[src/rtl/rcs_pkg.sv]
package rcs_pkg;
  typedef enum logic [1:0] {
    ST_OFF = 2'b00,
    ST_POS = 2'b01,
    ST_NEG = 2'b11
  } cell_st_e;
endpackage

[src/rtl/rcs_ref_split.sv]
module rcs_ref_split #(
  parameter int N_CELLS = 9,
  parameter int REF_W   = 16,
  parameter int FRAC_W  = 8,
  parameter int CNT_W   = $clog2(N_CELLS + 1)
) (
  input  logic signed [REF_W-1:0] ref_in,
  output logic [CNT_W-1:0]        whole,
  output logic [FRAC_W-1:0]       frac,
  output logic                    neg
);
  localparam int MAG_W = REF_W + 1;
  localparam int INT_W = MAG_W - FRAC_W;

  logic [MAG_W-1:0] mag;
  logic [INT_W-1:0] ipart;

  always_comb begin
    neg = ref_in[REF_W-1];
    if (neg) mag = -{ref_in[REF_W-1], ref_in};
    else     mag = {1'b0, ref_in};
    ipart = mag[MAG_W-1:FRAC_W];
    if (ipart >= INT_W'(N_CELLS)) begin
      whole = CNT_W'(N_CELLS);
      frac  = '0;
    end else begin
      whole = ipart[CNT_W-1:0];
      frac  = mag[FRAC_W-1:0];
    end
  end
endmodule

[src/rtl/rcs_mode_ctrl.sv]
module rcs_mode_ctrl #(
  parameter int RMS_W       = 16,
  parameter int STBY_THRESH = 983
) (
  input  logic             clk,
  input  logic             rst_n,
  input  logic             main_evt,
  input  logic             mid_evt,
  input  logic             dly_cfg,
  input  logic [RMS_W-1:0] i_rms,
  input  logic             i_neg,
  input  logic             ref_neg,
  output logic             standby_q,
  output logic             charging_q,
  output logic             half_q
);
  logic stby_now;
  assign stby_now = (i_rms < RMS_W'(STBY_THRESH));

  always_ff @(posedge clk) begin
    if (!rst_n) begin
      standby_q  <= 1'b0;
      charging_q <= 1'b0;
      half_q     <= 1'b0;
    end else if (main_evt) begin
      standby_q  <= stby_now;
      half_q     <= 1'b0;
      charging_q <= stby_now ? dly_cfg : (i_neg == ref_neg);
    end else if (mid_evt && !half_q) begin
      half_q <= 1'b1;
      if (standby_q) charging_q <= ~charging_q;
    end
  end

  assert_mid_flip_R7: assert property (@(posedge clk) disable iff (!rst_n)
    (mid_evt && !main_evt && !half_q && standby_q) |=> (charging_q != $past(charging_q)));
  assert_classic_hold_R8: assert property (@(posedge clk) disable iff (!rst_n)
    (mid_evt && !main_evt && !standby_q) |=> $stable(charging_q));
  assert_second_mid_R7: assert property (@(posedge clk) disable iff (!rst_n)
    (mid_evt && !main_evt && half_q) |=> $stable(charging_q) && $stable(standby_q));
  assert_stby_start_R6: assert property (@(posedge clk) disable iff (!rst_n)
    (main_evt && stby_now) |=> (standby_q && charging_q == $past(dly_cfg)));
endmodule

[src/rtl/rcs_rank.sv]
module rcs_rank #(
  parameter int N_CELLS = 9,
  parameter int VW      = 16,
  parameter int CNT_W   = $clog2(N_CELLS + 1)
) (
  input  logic [N_CELLS*VW-1:0]    volts,
  input  logic                     charging,
  output logic [N_CELLS*CNT_W-1:0] ranks
);
  for (genvar i = 0; i < N_CELLS; i++) begin : g_cell
    logic [CNT_W-1:0] cnt;
    logic [VW-1:0]    vi;
    assign vi = volts[i*VW +: VW];
    always_comb begin
      cnt = '0;
      for (int j = 0; j < N_CELLS; j++) begin
        if (j != i) begin
          if (charging ? (volts[j*VW +: VW] < vi) : (volts[j*VW +: VW] > vi))
            cnt = cnt + 1'b1;
          else if ((volts[j*VW +: VW] == vi) && (j < i))
            cnt = cnt + 1'b1;
        end
      end
    end
    assign ranks[i*CNT_W +: CNT_W] = cnt;
  end
endmodule

[src/rtl/rcs_sort_selector.sv]
module rcs_sort_selector #(
  parameter int N_CELLS     = 9,
  parameter int VW          = 16,
  parameter int REF_W       = 16,
  parameter int FRAC_W      = 8,
  parameter int RMS_W       = 16,
  parameter int STBY_THRESH = 983,
  parameter int IDX_W       = $clog2(N_CELLS),
  parameter int CNT_W       = $clog2(N_CELLS + 1)
) (
  input  logic                    clk,
  input  logic                    rst_n,
  input  logic                    main_evt,
  input  logic                    mid_evt,
  input  logic                    dly_cfg,
  input  logic signed [REF_W-1:0] v_ref,
  input  logic [N_CELLS*VW-1:0]   cell_v,
  input  logic [RMS_W-1:0]        i_rms,
  input  logic                    i_neg,
  output logic [2*N_CELLS-1:0]    cell_state,
  output logic                    frac_valid,
  output logic [IDX_W-1:0]        frac_idx,
  output logic [FRAC_W-1:0]       frac_duty,
  output logic                    frac_neg,
  output logic                    charging,
  output logic                    standby
);
  import rcs_pkg::*;

  logic [CNT_W-1:0]         whole_d, whole_q;
  logic [FRAC_W-1:0]        frac_d, frac_q;
  logic                     neg_d, neg_q;
  logic [N_CELLS*VW-1:0]    volts_q;
  logic                     standby_q, charging_q, half_q;
  logic [N_CELLS*CNT_W-1:0] ranks;
  logic [N_CELLS-1:0]       ins_mask, frac_mask, zero_mask;
  logic [IDX_W-1:0]         frac_idx_d;
  logic [N_CELLS-1:0]       ins_bits_q, neg_bits_q;

  rcs_ref_split #(.N_CELLS(N_CELLS), .REF_W(REF_W), .FRAC_W(FRAC_W), .CNT_W(CNT_W)) split_i (
    .ref_in(v_ref), .whole(whole_d), .frac(frac_d), .neg(neg_d)
  );

  rcs_mode_ctrl #(.RMS_W(RMS_W), .STBY_THRESH(STBY_THRESH)) mode_i (
    .clk(clk), .rst_n(rst_n), .main_evt(main_evt), .mid_evt(mid_evt),
    .dly_cfg(dly_cfg), .i_rms(i_rms), .i_neg(i_neg), .ref_neg(neg_d),
    .standby_q(standby_q), .charging_q(charging_q), .half_q(half_q)
  );

  always_ff @(posedge clk) begin
    if (!rst_n) begin
      whole_q <= '0;
      frac_q  <= '0;
      neg_q   <= 1'b0;
      volts_q <= '0;
    end else if (main_evt) begin
      whole_q <= whole_d;
      frac_q  <= frac_d;
      neg_q   <= neg_d;
      volts_q <= cell_v;
    end
  end

  rcs_rank #(.N_CELLS(N_CELLS), .VW(VW), .CNT_W(CNT_W)) rank_i (
    .volts(volts_q), .charging(charging_q), .ranks(ranks)
  );

  for (genvar i = 0; i < N_CELLS; i++) begin : g_sel
    assign ins_mask[i]  = ranks[i*CNT_W +: CNT_W] < whole_q;
    assign frac_mask[i] = (ranks[i*CNT_W +: CNT_W] == whole_q) && (frac_q != '0);
    assign zero_mask[i] = ranks[i*CNT_W +: CNT_W] == '0;
    assign ins_bits_q[i] = cell_state[2*i];
    assign neg_bits_q[i] = cell_state[2*i+1];
  end

  always_comb begin
    frac_idx_d = '0;
    for (int i = 0; i < N_CELLS; i++)
      if (frac_mask[i]) frac_idx_d = IDX_W'(i);
  end

  always_ff @(posedge clk) begin
    if (!rst_n) begin
      cell_state <= '0;
      frac_valid <= 1'b0;
      frac_idx   <= '0;
      frac_duty  <= '0;
      frac_neg   <= 1'b0;
      charging   <= 1'b0;
      standby    <= 1'b0;
    end else begin
      for (int i = 0; i < N_CELLS; i++)
        cell_state[2*i +: 2] <= ins_mask[i] ? (neg_q ? ST_NEG : ST_POS) : ST_OFF;
      frac_valid <= |frac_mask;
      frac_idx   <= frac_idx_d;
      frac_duty  <= frac_q;
      frac_neg   <= neg_q;
      charging   <= charging_q;
      standby    <= standby_q;
    end
  end

  assert_ins_count_R2: assert property (@(posedge clk) disable iff (!rst_n)
    $countones(ins_bits_q) == $past(whole_q));
  assert_pol_R3: assert property (@(posedge clk) disable iff (!rst_n)
    neg_bits_q == (ins_bits_q & {N_CELLS{frac_neg}}));
  assert_frac_onehot_R4: assert property (@(posedge clk) disable iff (!rst_n)
    $onehot0(frac_mask) && !(|(frac_mask & ins_mask)));
  assert_rank_perm_R5: assert property (@(posedge clk) disable iff (!rst_n)
    $onehot(zero_mask));
  assert_hold_mid_R7: assert property (@(posedge clk) disable iff (!rst_n)
    (mid_evt && !main_evt) |=> $stable(whole_q) && $stable(frac_q) && $stable(neg_q));
  assert_latched_R9: assert property (@(posedge clk) disable iff (!rst_n)
    !main_evt |=> $stable(volts_q));
endmodule

[config.mk]
export PLATFORM = sky130hd
export DESIGN_NAME = rcs_sort_selector
export DESIGN_NICKNAME = d
export VERILOG_FILES = /design/src/rtl/rcs_pkg.sv /design/src/rtl/rcs_ref_split.sv /design/src/rtl/rcs_mode_ctrl.sv /design/src/rtl/rcs_rank.sv /design/src/rtl/rcs_sort_selector.sv
export SDC_FILE = /design/constraint.sdc
export NUM_CORES = 1
export LEC_CHECK = 0
export BUFFER_PORTS_ARGS = -buffer_cell sky130_fd_sc_hd__buf_2
export CELL_PAD_IN_SITES_DETAIL_PLACEMENT = 1
export CELL_PAD_IN_SITES_GLOBAL_PLACEMENT = 2
export CORE_MARGIN = 1
export CORE_UTILIZATION = 31
export CTS_BUF_LIST = sky130_fd_sc_hd__clkbuf_2 sky130_fd_sc_hd__clkbuf_4 sky130_fd_sc_hd__clkbuf_8
export DETAILED_ROUTE_END_ITERATION = 10
export GPL_TIMING_DRIVEN = 0
export PLACE_DENSITY = 0.77
export SETUP_SLACK_MARGIN = 0.1
export SKIP_CTS_REPAIR_TIMING = 1
export SYNTH_ARGS = -nofsm -noshare
export SYNTH_HDL_FRONTEND = slang
export SYNTH_HIERARCHICAL = 1
export SYNTH_SLANG_ARGS = --single-unit
[constraint.sdc]
create_clock -name clk -period 23.1 [get_ports clk]
set_clock_uncertainty 0.1 [all_clocks]
set_input_delay 0 -clock clk [delete_from_list [all_inputs] [get_ports clk]]
set_output_delay 0 -clock clk [all_outputs]
set_load 0.05 [all_outputs]
==> results.toml, run 1 <==
[finish]
finalNetCount = 4321
fin_cells = 4625
area_growth_pct = 17.0
stdcell_area_um2 = 31500
final_common_cell = "ha_1"
multi_input_comb_area_um2 = 21800
mostFrequentLayoutCells = "ha_1, nor2b_1, buf_2, inv_1, dfxtp_1"
fill_cells = 10200
seqCellArea_um2 = 3880
drive_gt1_share_pct = 11.3

[drt]
wire_per_inst_um = 22.7
drt_pre_antenna_iters = 5
drt_iter0_markers = 1090
routed_via_density = 5.43
via_count = 25100
wl_um = 105000
drcViolationCount = 0
antenna_left = 0

[worst_setup_path]
crit_type = "flop to flop"
crit_path_start_kind = "flop"
worstPathRequired_ps = 23490
path_max_fanout = 10
slowest_delay_ps = 610
endpoint_kind = "flop"
critical_path.slowest_cell = "clkbuf_1"
crit_top_cell = "ha_1"
arrival_ps = 9820

[timing]
drv_slew = 0
setup_ws_ps = 13670
fin_tns_setup_ps = 0
min_period_over_period_pct = 40.8
max_freq_ghz = 0.106
rsz0062_at_grt = "no"
maxSlewHeadroom_pct = 18.3
period_needed_ps = 9430
final_hold_viol_count = 1
worstMarginPinSlew_ps = 1230
holdWs_ps = -17.9
setup_viol = 0

[pwr]
power_density_nw_per_um2 = 92.8
p_leak_nw = 14.7
peakVddDrop_v = 0.0000721

[clock_tree]
worstSkewPairLatency_ps = 590
cts_tree = "built"
cts_root_buffer = "clkbuf_8"
clk_pin_slew_ps = 130
htreeDepth = 4
cts_buffer_depth = 2
cts_buffers = 17
cts.sinks = 194

[status]
status = "complete, but fails checks"
violations = "hold timing"

[floorplan]
fp.dieW_um = 297
core_um2 = 85700
die_h_um = 297
ios = 216
die-area_um2 = 88100
fp-row-count = 107
start_util_pct = 31.4

[synth]
avgSynthCellArea_um2 = 8.79
ys.flop_type = "dfxtp_1"
ys_ff_latch = 194
synth_top_area_share_pct = 31.3
ys_warn_count = 6
synth_cells = 3065
syn_area_um2 = 26900
synthesis.nets = 3922
yosysTopAreaCell = "ha_1"
async_flop_share_pct = 0
synth.distinct_cells = 107
synth_area_leaders = "ha_1, dfxtp_1, mux2i_1"
synth_sequential_area_ratio_pct = 14.4
synth_enable_flop_cells = 0

[global_routing]
grt_pass1_vias = 25400
grt_max_degree = 19
gr-usage-all-layers_pct = 23.2
grt_first_pass_wirelength_um = 154000
overflow = 0
antenna_found_initial = 5

[placed_design]
dp_slack_ps = 13620
place_congestion = 0.960
postPlaceCellArea_um2 = 29400
hpwl_um = 87400
placedCellCount = 4423
numPortBuffers = 214

[min_path]
min_path_type = "primary input to flop"

[run]
maxCapViolations = 0
## path summary, 6_finish.rpt
path | from | end | slack [ps] | depth (start not counted)
max | mode_i/charging_q | frac_valid | 13670 | 38
min | v_ref[11] | whole_q[3] | -20 | 5
max reg2reg | mode_i/charging_q | frac_valid | 13670 | 38
min reg2reg | frac_q[4] | frac_duty[4] | 410 | 1
## power breakdown
| part | internal, mW | switching [mW] |
|---|---|---|
| Combinational | 1.02 | 1.24 |
| Clock | 0.0942 | 0.152 |
| Sequential | 0.370 | 0.0532 |
| Total | 1.48 | 1.45 |
## critical path, delay by kind of cell (launching register included)
kind	cells	cell delay (ps)
and+or+nand+nor	8	860
AOI/OAI and AO/OA	5	830
adders and majority gates	8	2310
xor gates and xnor gates	3	560
muxes	3	600
DFF	1	400
buffers and inverters	11	3650
## cells by family (layout without fill, tap and decap cells)
group	Yosys count	count (layout)	synth area share (%)
simple gates	915	915	19.0
flops	194	194	14.4
buf+inv	259	671	4.59
fa+ha+maj	675	675	31.3
mux	244	244	9.54
xor+xnor	160	160	5.87
other cells	0	4	0
compound gates	618	618	15.2
## cell usage after synthesis (6+ instances only)
library cell	n
ha_1	675
o211ai_1	26
or4_1	9
and3_1	15
a31oi_1	12
clkbuf_1	22
o31ai_1	8
dfxtp_1	194
buf_2	7
or2_2	9
o21a_1	51
nand3_1	73
and4_1	14
nand4_1	111
nor2b_1	225
or3_1	20
o22ai_1	8
a211o_1	9
xor2_2	6
nor3b_1	6
mux2_2	50
a21oi_1	170
a221oi_1	8
o21ai_0	115
mux2i_1	188
nand2b_1	56
nand2_1	164
inv_1	199
nor3_1	42
xnor2_1	102
xor2_1	43
a21o_1	104
and2_1	18
nor2_1	100
buf_12	11
a211oi_1	26
a2111oi_0	8
o21ai_1	7
nor4_1	15
## area by class of cell
type,count,area share [%]
buffer,57,1.51
clock buffer,19,0.830
multi-input combinational,2612,69.2
timing repair buffer,380,8.67
tap,1144,4.54
antenna,4,0.0318
inverter,202,2.41
clock inverter,13,0.437
sequential,194,12.3
## per-layer routing
metal | part of all wire [%] | global-route usage [%] | vias to the layer above
met1 | 46 | 29.8 | 12400
li1 | - | - | 12100
met3 | 3.3 | 2.55 | 120
met4 | 3.4 | 8.31 | 0
met5 | 0 | 0 | -
met2 | 47 | 39.8 | 484
## stage by stage
stage	util (%)	total power [mW]	hold slack, ps
floorplan	-	2.15	-23.9
global route	36.8	3.27	2.53
finish	36.8	2.92	-17.9
detailed placement	34.4	2.66	167
global placement	34.4	2.61	155
CTS	34.8	2.93	-502
## state kept, by name, indices dropped and copies added, names as in the netlist
signal / cells
volts_q: 144
cell_state: 18
frac_duty: 8
frac_q: 8
frac_idx: 4
whole_q: 4
charging: 1
frac_neg: 1
frac_valid: 1
mode_i/charging_q: 1
mode_i/half_q: 1
mode_i/standby_q: 1
neg_q: 1
standby: 1
(Power assumes the default switching activity.)
==> run 2, diff against run 1 <==
==> constraint.sdc (replaced) <==
create_clock -name clk -period 9.9 [get_ports clk]
set_clock_uncertainty 0.1 [all_clocks]
set_input_delay 0 -clock clk [delete_from_list [all_inputs] [get_ports clk]]
set_output_delay 0 -clock clk [all_outputs]
set_load 0.05 [all_outputs]
==> run 2 against run 1 <==
Effect of this change:
- critical path type unchanged
- first-iteration DRC count up 1.6%
- sequential power up 130%
- hold slack about the same
- largest power group unchanged
- critical endpoint unchanged
- cell count about the same
- total power up 130%
- largest cell class unchanged
- maximum frequency up 6.4%
- non-clock buffer count down 1
- combinational power up 130%
- cell area about the same
- critical path depth down 1
- the flow still finishes with violations (hold timing)
==> results.toml, run 2 (same netlist as run 1, synthesis figures left out) <==
[global_routing]
gr-usage-all-layers_pct = 23.2
grt_first_pass_wirelength_um = 154000
grt_max_degree = 19
overflow = 0
grt_pass1_vias = 25400
antenna_found_initial = 5

[timing]
holdWs_ps = -18.1
period_needed_ps = 8860
maxSlewHeadroom_pct = 18.0
setup_viol = 0
worstMarginPinSlew_ps = 1230
max_freq_ghz = 0.113
rsz0062_at_grt = "no"
drv_slew = 0
final_hold_viol_count = 1
min_period_over_period_pct = 89.5
setup_ws_ps = 1040
fin_tns_setup_ps = 0

[placed_design]
hpwl_um = 87400
place_congestion = 0.960
numPortBuffers = 214
dp_slack_ps = 415

[worst_setup_path]
cp_top_family = "buffers and inverters"
worst-path-stages = 37
crit_top_cell = "ha_1"
crit_type = "flop to flop"
reg2reg_depth = 37
rr_startpoint = "mode_i/charging_q"
worstPathRequired_ps = 10290
path_max_fanout = 17
endpoint_kind = "flop"
arrival_ps = 9250
slowest_delay_ps = 510
critPathLaunch = "mode_i/charging_q"
crit_path_start_kind = "flop"
critPathBufInv = 10
critical_path.slowest_cell = "clkbuf_1"

[clock_tree]
cts.sinks = 194
worstSkewPairLatency_ps = 590
htreeDepth = 4
clk_pin_slew_ps = 130
cts_tree = "built"
cts_root_buffer = "clkbuf_8"
cts_buffers = 17
cts_buffer_depth = 2

[drt]
antenna_left = 0
wl_um = 105000
drcViolationCount = 0
drt_pre_antenna_iters = 5
drt_iter0_markers = 1107
wire_per_inst_um = 22.7
routed_via_density = 5.42
via_count = 25100

[finish]
mostFrequentLayoutCells = "ha_1, nor2b_1, buf_2, inv_1, dfxtp_1"
reg.largest.list = "volts_q (144), cell_state (18)"
final_common_cell = "ha_1"
largest_reg_flops = 144
fill_cells = 10200
finalNetCount = 4320
drive_gt1_share_pct = 11.4
area_growth_pct = 17.0
largest_register = "volts_q"

[status]
violations = "hold timing"
status = "complete, but fails checks"

[pwr]
p_seq_share_pct = 14.5
power.internal_mw = 3.45
p_clk_share_pct = 8.4
peakVddDrop_v = 0.000168
switchingPower_mw = 3.37
switching_share_pct = 49.4
power_density_nw_per_um2 = 216
p_leak_nw = 14.7
p_comb_share_pct = 77.1

[floorplan]
start_util_pct = 31.4
fp.dieW_um = 297
ios = 216
die_h_um = 297
die-area_um2 = 88100
fp-row-count = 107
core_um2 = 85700

[min_path]
hp-start = "v_ref[11]"
holdPathStages = 5
min_path_type = "primary input to flop"

[run]
maxCapViolations = 0
-- run 2: area by class of cell --
class / count / area [um^2] / share of cell area, %
Inverter: 202 / 761 / 2.41
Antenna cell: 4 / 10.0 / 0.0318
Multi-Input combinational cell: 2612 / 21800 / 69.2
Clock inverter: 13 / 138 / 0.437
Tap cell: 1144 / 1430 / 4.54
Buffer: 56 / 474 / 1.50
Sequential cell: 194 / 3880 / 12.3
Timing Repair Buffer: 380 / 2730 / 8.67
Clock buffer: 19 / 262 / 0.830
-- run 2: worst reg2reg max path: cells and delay by family, from the launching register on --
kind / cells / cell delay, ps
AO/OA/AOI/OAI: 5 / 860
multiplexers: 3 / 590
flip-flops: 1 / 400
adder cells (fa/ha/maj): 8 / 2330
buffers and inverters: 10 / 3090
XOR/XNOR: 3 / 540
AND/OR/NAND/NOR: 8 / 860
-- run 2: path summary, 6_finish.rpt --
kind / to / slack, ps
hold reg to reg: frac_duty[4] / 410
setup reg to reg: frac_valid / 1040
hold / removal: whole_q[3] / -20
setup / recovery: frac_valid / 1040
-- run 2: power groups by stage --
stage          Combinational, mW  Clock, mW  Sequential (mW)
2_1_floorplan               3.96          0             1.07
3_3_place_gp                5.08          0             1.00
3_5_place_dp                5.21          0             1.01
4_1_cts                     5.25      0.605            0.988
5_1_grt                     6.01      0.626            0.996
6_report                    5.26      0.573            0.987
-- run 2: stage by stage --
stage                     hold WS (ps)  util, %  power, mW  instance area, um^2  instances
after global placement             155     34.4       6.08                29400       4423
final                            -18.1     36.8       6.82                31500       4624
after floorplan                  -23.9        -       5.02                26900       3065
after detailed placement           167     34.4       6.21                29400       4423
after global routing              2.53     36.8       7.63                31500       4622
after CTS                         -502     34.8       6.84                29800       4455
-- run 2: per-layer routing --
layer  GRT usage [%]  up-vias  share of wire (%)
li1                -    12100                  -
met1            29.8    12300                 46
met2            39.8      502                 48
met4            8.31        0                3.4
met5               0        -                  0
met3            2.55      119                3.5
